--- config.mk ---
export PLATFORM = sky130hd
export DESIGN_NAME = tlb_translator
export DESIGN_NICKNAME = d
export VERILOG_FILES = /design/src/rtl/tlbx_pkg.sv /design/src/rtl/tlb_store.sv /design/src/rtl/tlb_walker.sv /design/src/rtl/tlb_translator.sv
export SDC_FILE = /design/constraint.sdc
export NUM_CORES = 2
export LEC_CHECK = 0
export ABC_AREA = 1
export BUFFER_PORTS_ARGS = -buffer_cell sky130_fd_sc_hd__buf_4
export CAP_MARGIN = 20
export CORE_MARGIN = 2
export CORE_UTILIZATION = 40
export DETAILED_ROUTE_END_ITERATION = 16
export PLACE_DENSITY_LB_ADDON = 0.12
export SETUP_SLACK_MARGIN = 0.2
export SLEW_MARGIN = 5
export SYNTH_ARGS = -nofsm -noshare
export SYNTH_HDL_FRONTEND = slang
export SYNTH_HIERARCHICAL = 1
export SYNTH_SLANG_ARGS = --single-unit
--- constraint.sdc ---
create_clock -name clk -period 3.5 [get_ports clk]
set_input_delay 0.35 -clock clk [delete_from_list [all_inputs] [get_ports clk]]
set_output_delay 0.35 -clock clk [all_outputs]
set_load 0.02 [all_outputs]
--- src/rtl/tlbx_pkg.sv ---
package tlbx_pkg;

    localparam int VA_W        = 32;
    localparam int OFF_W       = 12;
    localparam int VPN_W       = VA_W - OFF_W;
    localparam int PFN_W       = 20;
    localparam int PA_W        = PFN_W + OFF_W;
    localparam int PTE_W       = 32;
    localparam int PTE_VLD_BIT = PTE_W - 1;
    localparam int WAYS        = 2;

    typedef enum logic [1:0] {
        WK_IDLE,
        WK_ISSUE,
        WK_WAIT
    } wk_state_e;

    typedef struct packed {
        wk_state_e          st;
        logic [VPN_W-1:0]   vpn;
        logic [OFF_W-1:0]   off;
        logic [VA_W-1:0]    base;
        logic               done;
        logic               fault;
        logic [PA_W-1:0]    pa;
    } wk_regs_t;

endpackage

--- src/rtl/tlb_store.sv ---
module tlb_store
    import tlbx_pkg::*;
#(
    parameter int SETS = 8
) (
    input  logic              clk,
    input  logic              rst_n,
    input  logic [VPN_W-1:0]  lk_vpn,
    input  logic              flush,
    input  logic              touch_en,
    input  logic              fill_en,
    input  logic [VPN_W-1:0]  fill_vpn,
    input  logic [PFN_W-1:0]  fill_pfn,
    output logic              hit,
    output logic [PFN_W-1:0]  hit_pfn
);

    localparam int IDX_W = $clog2(SETS);
    localparam int TAG_W = VPN_W - IDX_W;

    typedef struct packed {
        logic [SETS-1:0][WAYS-1:0]             vld;
        logic [SETS-1:0][WAYS-1:0][TAG_W-1:0]  tag;
        logic [SETS-1:0][WAYS-1:0][PFN_W-1:0]  pfn;
        logic [SETS-1:0]                       victim;
    } store_t;

    store_t st_d, st_q;

    logic [IDX_W-1:0] lk_idx;
    logic [TAG_W-1:0] lk_tag;
    logic [WAYS-1:0]  way_hit;
    logic             hit_way;
    logic [IDX_W-1:0] fl_idx;
    logic             fl_way;

    assign lk_idx = lk_vpn[IDX_W-1:0];
    assign lk_tag = lk_vpn[VPN_W-1:IDX_W];
    assign fl_idx = fill_vpn[IDX_W-1:0];
    assign fl_way = st_q.victim[fl_idx];

    // parallel compare of every way in the selected set
    for (genvar w = 0; w < WAYS; w++) begin : g_cmp
        assign way_hit[w] = st_q.vld[lk_idx][w]
                          && (st_q.tag[lk_idx][w] == lk_tag)
                          && !flush;
    end

    assign hit     = |way_hit;
    assign hit_way = way_hit[1];

    always_comb begin
        hit_pfn = '0;
        for (int w = 0; w < WAYS; w++) begin
            if (way_hit[w]) hit_pfn = hit_pfn | st_q.pfn[lk_idx][w];
        end
    end

    always_comb begin
        st_d = st_q;
        if (flush) begin
            st_d.vld    = '0;
            st_d.victim = '0;
        end else begin
            if (touch_en && hit) begin
                st_d.victim[lk_idx] = ~hit_way;
            end
            if (fill_en) begin
                st_d.vld[fl_idx][fl_way] = 1'b1;
                st_d.tag[fl_idx][fl_way] = fill_vpn[VPN_W-1:IDX_W];
                st_d.pfn[fl_idx][fl_way] = fill_pfn;
                st_d.victim[fl_idx]      = ~fl_way;
            end
        end
    end

    always_ff @(posedge clk) begin
        if (!rst_n) st_q <= '0;
        else        st_q <= st_d;
    end

endmodule

--- src/rtl/tlb_walker.sv ---
module tlb_walker
    import tlbx_pkg::*;
(
    input  logic              clk,
    input  logic              rst_n,
    input  logic              req_valid,
    input  logic [VA_W-1:0]   req_vaddr,
    input  logic [VA_W-1:0]   pt_base,
    input  logic              lk_hit,
    input  logic [PFN_W-1:0]  lk_pfn,
    input  logic              mem_rsp_valid,
    input  logic [PTE_W-1:0]  mem_rsp_data,
    output logic              touch_en,
    output logic              fill_en,
    output logic [VPN_W-1:0]  fill_vpn,
    output logic [PFN_W-1:0]  fill_pfn,
    output logic              ready,
    output logic              done,
    output logic              fault,
    output logic [PA_W-1:0]   paddr,
    output logic              mem_req_valid,
    output logic [VA_W-1:0]   mem_req_addr
);

    localparam int PAD_W = VA_W - VPN_W - 2;

    wk_regs_t wk_d, wk_q;
    logic     unused_rsp_bits;

    assign unused_rsp_bits = ^mem_rsp_data[PTE_W-2:PFN_W];

    always_comb begin
        wk_d       = wk_q;
        wk_d.done  = 1'b0;
        wk_d.fault = 1'b0;
        touch_en   = 1'b0;
        fill_en    = 1'b0;
        unique case (wk_q.st)
            WK_IDLE: begin
                if (req_valid) begin
                    wk_d.vpn  = req_vaddr[VA_W-1:OFF_W];
                    wk_d.off  = req_vaddr[OFF_W-1:0];
                    wk_d.base = pt_base;
                    if (lk_hit) begin
                        touch_en  = 1'b1;
                        wk_d.done = 1'b1;
                        wk_d.pa   = {lk_pfn, req_vaddr[OFF_W-1:0]};
                    end else begin
                        wk_d.st = WK_ISSUE;
                    end
                end
            end
            WK_ISSUE: begin
                wk_d.st = WK_WAIT;
            end
            WK_WAIT: begin
                if (mem_rsp_valid) begin
                    wk_d.st = WK_IDLE;
                    if (mem_rsp_data[PTE_VLD_BIT]) begin
                        fill_en   = 1'b1;
                        wk_d.done = 1'b1;
                        wk_d.pa   = {mem_rsp_data[PFN_W-1:0], wk_q.off};
                    end else begin
                        wk_d.fault = 1'b1;
                    end
                end
            end
            default: wk_d.st = WK_IDLE;
        endcase
    end

    always_ff @(posedge clk) begin
        if (!rst_n) wk_q <= '{st: WK_IDLE, default: '0};
        else        wk_q <= wk_d;
    end

    assign ready         = (wk_q.st == WK_IDLE);
    assign mem_req_valid = (wk_q.st == WK_ISSUE);
    assign mem_req_addr  = wk_q.base + {{PAD_W{1'b0}}, wk_q.vpn, 2'b00};
    assign fill_vpn      = wk_q.vpn;
    assign fill_pfn      = mem_rsp_data[PFN_W-1:0];
    assign done          = wk_q.done;
    assign fault         = wk_q.fault;
    assign paddr         = wk_q.pa;

endmodule

--- src/rtl/tlb_translator.sv ---
module tlb_translator
    import tlbx_pkg::*;
#(
    parameter int SETS = 8
) (
    input  logic              clk,
    input  logic              rst_n,
    input  logic              req_valid,
    input  logic [VA_W-1:0]   req_vaddr,
    input  logic [VA_W-1:0]   pt_base,
    input  logic              flush,
    output logic              ready,
    output logic              done,
    output logic [PA_W-1:0]   paddr,
    output logic              fault,
    output logic              mem_req_valid,
    output logic [VA_W-1:0]   mem_req_addr,
    input  logic              mem_rsp_valid,
    input  logic [PTE_W-1:0]  mem_rsp_data
);

    logic              lk_hit;
    logic [PFN_W-1:0]  lk_pfn;
    logic              touch_en;
    logic              fill_en;
    logic [VPN_W-1:0]  fill_vpn;
    logic [PFN_W-1:0]  fill_pfn;

    tlb_store #(.SETS(SETS)) u_store (
        .clk      (clk),
        .rst_n    (rst_n),
        .lk_vpn   (req_vaddr[VA_W-1:OFF_W]),
        .flush    (flush),
        .touch_en (touch_en),
        .fill_en  (fill_en),
        .fill_vpn (fill_vpn),
        .fill_pfn (fill_pfn),
        .hit      (lk_hit),
        .hit_pfn  (lk_pfn)
    );

    tlb_walker u_walker (
        .clk           (clk),
        .rst_n         (rst_n),
        .req_valid     (req_valid),
        .req_vaddr     (req_vaddr),
        .pt_base       (pt_base),
        .lk_hit        (lk_hit),
        .lk_pfn        (lk_pfn),
        .mem_rsp_valid (mem_rsp_valid),
        .mem_rsp_data  (mem_rsp_data),
        .touch_en      (touch_en),
        .fill_en       (fill_en),
        .fill_vpn      (fill_vpn),
        .fill_pfn      (fill_pfn),
        .ready         (ready),
        .done          (done),
        .fault         (fault),
        .paddr         (paddr),
        .mem_req_valid (mem_req_valid),
        .mem_req_addr  (mem_req_addr)
    );

endmodule

Yosys cells after proc, flatten, opt, wreduce, memory -nomap -nowiden
Index checks and enable logic that the tools add are counted.
W data, S select, Z words.
{"block": "op_classes", "addsub": 1, "magnitude_cmp": 6, "eq_ne": 9, "mux": 50, "bitwise_logic": 6, "n_reduce_logical": 18}
{"op": "$bwmux W320", "n": 1}
{"op": "$bwmux W272", "n": 1}
{"op": "$bmux W40 S3", "n": 1}
{"op": "$demux W40 S3", "n": 1}
{"op": "$bmux W34 S3", "n": 1}
{"op": "$demux W34 S3", "n": 1}
{"op": "$mux W34", "n": 3}
{"op": "$mux W32", "n": 3}
{"op": "$mux W40", "n": 2}
{"op": "$mux W67", "n": 1}
{"op": "$pmux W32 S2", "n": 1}
{"op": "$mux W20", "n": 3}
{"op": "$eq A17 B17 Y1", "n": 2}
{"op": "$add A32 B22 Y32", "n": 1}
{"op": "$mux W8", "n": 3}
{"op": "$demux W20 S1", "n": 1}
{"op": "$or A20 B20 Y20", "n": 1}
{"op": "$demux W17 S1", "n": 1}
{"op": "$mux W17", "n": 1}
{"op": "$bwmux W8", "n": 2}
{"op": "$or A16 B16 Y16", "n": 1}
{"op": "$mux W1", "n": 11}
{"op": "$logic_and A1 B1 Y1", "n": 8}
{"op": "$lt A3 B4 Y1 const B", "n": 2}
{"op": "23 further kinds", "n": 37}
{"block": "word_totals", "register_bits": 716, "input_bits": 101, "out_inout_bits": 68, "wordCells": 138}

Depth between registers and ports, before layout
{"block": "depth", "depth_word": 14, "ltp_mapped": 27, "ltp_nobuf": 23}

By module
The synthesis kept the hierarchy.
{"mod": "tlb_store", "instances": 1, "cells_per_inst": 3995, "area_each_um2": 27086.0, "seq_area_each_um2": 12331.8}
{"mod": "tlb_walker", "instances": 1, "cells_per_inst": 932, "area_each_um2": 6097.1, "seq_area_each_um2": 2001.9}

Worst setup path before layout
OpenSTA, ideal clock, no wires.
{"block": "synth_path", "kind": "input to register", "startpoint": "input port req_vaddr[13]", "endpoint": "register u_store/st_q[5] (netlist bit)", "setup_ns": 0.117, "t_arrival_ns": 2.776, "required_time_ns": 3.383, "slack_ns": 0.607, "path_stages": 22, "path_cell_list": "buf_4 nand2_1 clkinv_1 buf_2 nand3_1 nand2_1 o21ai_0 nand4_1 nor2_1 nand3_1 nor2_1 inv_1 clkbuf_1 nand2_1 nand2_1 inv_1 buf_2 nand2_2 o21ai_1 inv_1 nor2_1 nor2_1"}
{"block": "synth_via", "elab_chain_len": 14, "word_cells_on_any_way": 26}
{"element": "start: declaration", "line": "tlb_translator.sv:9", "text": "input logic [VA_W-1:0] req_vaddr,"}
{"element": "$bmux W34 S3", "line": "tlb_store.sv:45", "text": "&& (st_q.tag[lk_idx][w] == lk_tag)"}
{"element": "$mux W34 (implied by the code)", "line": "tlb_store.sv:45"}
{"element": "$eq A17 B17 Y1", "line": "tlb_store.sv:45"}
{"element": "$logic_and A1 B1 Y1", "line": "tlb_store.sv:45"}
{"element": "$logic_and A1 B1 Y1", "line": "tlb_store.sv:46", "text": "&& !flush;"}
{"element": "$reduce_or A2 Y1 *", "line": "tlb_store.sv:49", "text": "assign hit = |way_hit;"}
{"element": "net lk_hit", "line": "tlb_translator.sv:22", "text": "logic lk_hit;"}
{"element": "$mux W1 *", "line": "tlb_walker.sv:44", "text": "if (lk_hit) begin"}
{"element": "$mux W1 *", "line": "tlb_walker.sv:40", "text": "if (req_valid) begin"}
{"element": "$mux W1 *", "line": "tlb_walker.sv:38", "text": "unique case (wk_q.st)"}
{"element": "net touch_en", "line": "tlb_translator.sv:24", "text": "logic touch_en;"}
{"element": "$logic_and A1 B1 Y1 *", "line": "tlb_store.sv:65", "text": "if (touch_en && hit) begin"}
{"element": "$mux W8 *", "line": "tlb_store.sv:65"}
{"element": "$mux W8 *", "line": "tlb_store.sv:61", "text": "if (flush) begin"}
{"element": "$bwmux W8", "line": "tlb_store.sv:72", "text": "st_d.victim[fl_idx] = ~fl_way;"}
{"element": "$mux W8 *", "line": "tlb_store.sv:68", "text": "if (fill_en) begin"}
{"element": "end signal: assignment", "line": "tlb_store.sv:79", "text": "else st_q <= st_d;"}
{"element": "end: declaration", "line": "tlb_store.sv:28", "text": "store_t st_d, st_q;"}
Mark *: on every way through the listed nets, which the timed path passes. The rest lies on a longest branch. The select of a mux whose other input is x is not followed.
A chain may end at the register's enable or synchronous reset.

Worst setup path after layout
{"block": "layout_path", "startpoint": "register u_walker.wk_q (netlist bit u_walker/fill_vpn[15])", "endpoint": "output port mem_req_addr[30]"}
{"block": "layout_via", "elab_chain_len": 1}
{"element": "start: declaration", "line": "tlb_walker.sv:27", "text": "wk_regs_t wk_d, wk_q;"}
{"element": "start signal: assignment", "line": "tlb_walker.sv:74", "text": "else wk_q <= wk_d;"}
{"element": "$add A32 B22 Y32", "line": "tlb_walker.sv:79", "text": "assign mem_req_addr = wk_q.base + {{PAD_W{1'b0}}, wk_q.vpn, 2'b00};"}
{"element": "end: declaration", "line": "tlb_translator.sv:17", "text": "output logic [VA_W-1:0] mem_req_addr,"}
No other way between the ends.

==> flow_summary.toml <==
[power]
sw_frac_of_total_pct = 26.1
power.share.sequential_pct = 45.0
p_leak_nw = 17.6
clock_power_share_pct = 45.4
power_density_mw_per_mm2 = 480
power_frac_comb_pct = 9.6
ir_worst_vdd_mv = 0.379
switching_power_mw = 4.82
internal_power_mw = 13.6

[worst_setup_path]
crit_slowest_cell = "dfxtp_1"
start_kind = "register"
critPathMaxFanout = 4
crit_path_end_kind = "primary output"
crit_arrival_ns = 2.78
slowest_delay_ns = 0.48
cpMostUsedCell = "nand2_1"
worstPathCellList = "ha_1, nand2_1, inv_1, a21oi_1, nor2_1, o21ai_0, nand2_1, nand2_1, nand2_1, buf_4"
cp.required_ns = 3.15
critical_path_class = "register to primary output"

[cells_and_area]
area_growth_pct = 15.7
multiInputGateArea_mm2 = 0.0154
utilization_pct = 46.8
seqCellArea_mm2 = 0.0143
fillers = 8361
fin_nets = 5084
drive_gt1_share_pct = 9.79

[sta]
fin_ws_ns = 0.368
slew_headroom_pct = 33.6
timing.fmax_mhz = 319
period_needed_ns = 3.13
finalCritPeriodShare_pct = 89.5
worst_pin_slew_ns = 0.996
hold_viol = 0
maxSlewViolCount = 0
setup_violations = 0
rsz0062_at_grt = "no"
finClkSkew_ns = 0.0271
tns_ns = 0

[drt]
viasPerCell = 5.25
wl_per_cell_um = 19.5
drc_errors = 0
ant_nets = 0
vias = 32029
firstDrtPassIters = 6
drt_iter0_markers = 2813
routed_wl_mm = 119

[place]
dp_hpwl_mm = 73.6
place_congestion = 0.910
place_ws_ns = 0.0187
numPortBuffers = 157

[die]
ios = 169
start_util_pct = 40.4
die_area_mm2 = 0.0853
die_w_um = 292
die_h_um = 292
core_mm2 = 0.0821
floorplan.rows = 105

[cts]
cts_root_buffer = "clkbuf_16"
cts.clk_slew.worst_paths_ns = 0.06
cts_sinks = 716
numCtsBuffers = 79
cts_tree = "yes"
htreeDepth = 3
clockBufferDepth = 3
clk_latency_ns = 0.64

[run]
drv_cap = 0

[yosys]
synth-seq-area-share_pct = 43.2
ys_top_cells_by_area = "dfxtp_1, nor2_1, o21ai_0"
synth.most_common_cell = "nor2_1"
ys_types = 49
synth-seq-cells = 716
synthTopCellsByCount = "nor2_1, nand2_1, dfxtp_1, o21ai_0, inv_1"
postSynthNetCount = 5049
ys_async_sr_fraction_pct = 0
synth_flop_cell = "dfxtp_1"
synthesis.area_mm2 = 0.0332
yosys.area.top_type_share_pct = 43.2
yosysWarningCount = 6
synth_largest_area_cell = "dfxtp_1"
synthCells = 4927
syn_avg_cell_area_um2 = 6.73
synth-edff-count = 0

[global_routing]
grt_antenna_before_repair = 2
grt_max_degree = 222
grt_pass1_vias = 30336
grt.total_usage_pct = 27.2
overflow = 0
grt_pass1_wl_mm = 181

[run_status]
status = "completed"

[min_path]
hp-class = "primary input to register"
==> routing by layer <==
metal / global-route usage [%] / share of wire [%] / vias up
met3: 3.33 / 5.6 / 252
met2: 45.3 / 47 / 953
met5: 0 / 0.0093 / -
met1: 35.0 / 43 / 14907
li1: - / - / 15915
met4: 12.5 / 4.6 / 2
==> path summary, 6_finish.rpt <==
kind,end,startpoint,cells past startpoint,slack [ns]
hold / removal,u_walker/fill_vpn[18],req_vaddr[30],3,0.03
hold reg to reg,u_store/st_q[290],u_store/st_q[290],2,0.45
setup / recovery,mem_req_addr[30],u_walker/fill_vpn[15],10,0.37
setup reg to reg,u_walker/paddr[22],u_store/st_q[566],17,0.54
==> what timing repair did <==
| action | 4_1_cts | 5_1_grt |
|---|---|---|
| resized for setup | 1 | 2 |
| setup buffers | 0 | 0 |
| hold buffers | 52 | 0 |
| endpoints found under the setup margin | 3 | 7 |
| hold endpoints to repair | 64 | 0 |
==> logic make-up (layout without fill, tap and decap cells) <==
group           Yosys count  after routing  share of synthesized area (%)
buf+inv                 792            889                           10.5
flops                   716            716                           43.2
xor+xnor                 16             16                          0.422
compound gates         1196           1196                           19.2
fa+ha+maj                21             21                          0.814
other cells               0              2                              0
simple gates           2186           2186                           25.9
==> flip-flops by register name, summed over array words and instances, names as in the netlist <==
signal             cells
u_walker/fault         1
u_walker/done          1
u_walker/paddr        32
u_walker/wk_q         46
u_walker/fill_vpn     20
u_store/st_q         616
==> worst max-delay path, delay by kind of cell, from the launching register on <==
kind	cells	cell delay, ns
AO/OA/AOI/OAI	2	0.66
adder cells (fa/ha/maj)	1	0.35
buffers and inverters	2	0.20
flip-flops	1	0.48
AND/OR/NAND/NOR	5	0.45
==> stage by stage <==
step                      hold slack [ns]  cell area, µm²  instances  power (mW)
after floorplan                     0.420           33200       4927        9.51
after global placement              0.435           35300       5899        10.2
after detailed placement            0.438           35300       5899        10.2
after CTS                         0.00342           38400       6094        18.6
after global routing               0.0177           38400       6095        19.1
final                              0.0325           38400       6096        18.4
==> placed cells by master (no fill, tap or decap), drive strengths merged, types with 2 or more instances in the layout <==
cell / netlist / layout
a21oi: 230 / 230
a221oi: 15 / 15
a22o: 11 / 11
a22oi: 24 / 24
a31oi: 32 / 32
buf: 138 / 319
bufinv: 0 / 3
clkbuf: 279 / 120
clkinv: 12 / 21
clkinvlp: 0 / 2
dfxtp: 716 / 716
diode: 0 / 2
dlygate4sd3: 0 / 52
ha: 20 / 20
inv: 363 / 372
nand2: 881 / 881
nand3: 144 / 144
nand3b: 3 / 3
nand4: 29 / 29
nor2: 1086 / 1086
nor3: 21 / 21
nor3b: 2 / 2
nor4: 3 / 3
o2111ai: 8 / 8
o21ai: 794 / 794
o221ai: 8 / 8
o22a: 4 / 4
o22ai: 61 / 61
o31ai: 5 / 5
or2: 3 / 3
or4: 13 / 13
xor2: 15 / 15
==> final cells by class <==
type / instances / share of cell area [%]
inverter: 375 / 3.67
multi-input combinational: 3419 / 40.2
sequential: 716 / 37.3
clock buffer: 120 / 6.02
clock inverter: 23 / 0.674
timing repair buffer: 371 / 8.59
antenna: 2 / 0.0130
tap: 1070 / 3.49
==> power groups by stage <==
stage	registers, mW	clock network, mW	logic, mW
final	8.31	8.37	1.77
after global routing	8.31	8.85	1.92
after CTS	8.31	8.53	1.76
after detailed placement	8.49	0	1.71
after global placement	8.49	0	1.71
after floorplan	8.45	0	1.05
No activity file was read; power rests on OpenSTA's default activity.
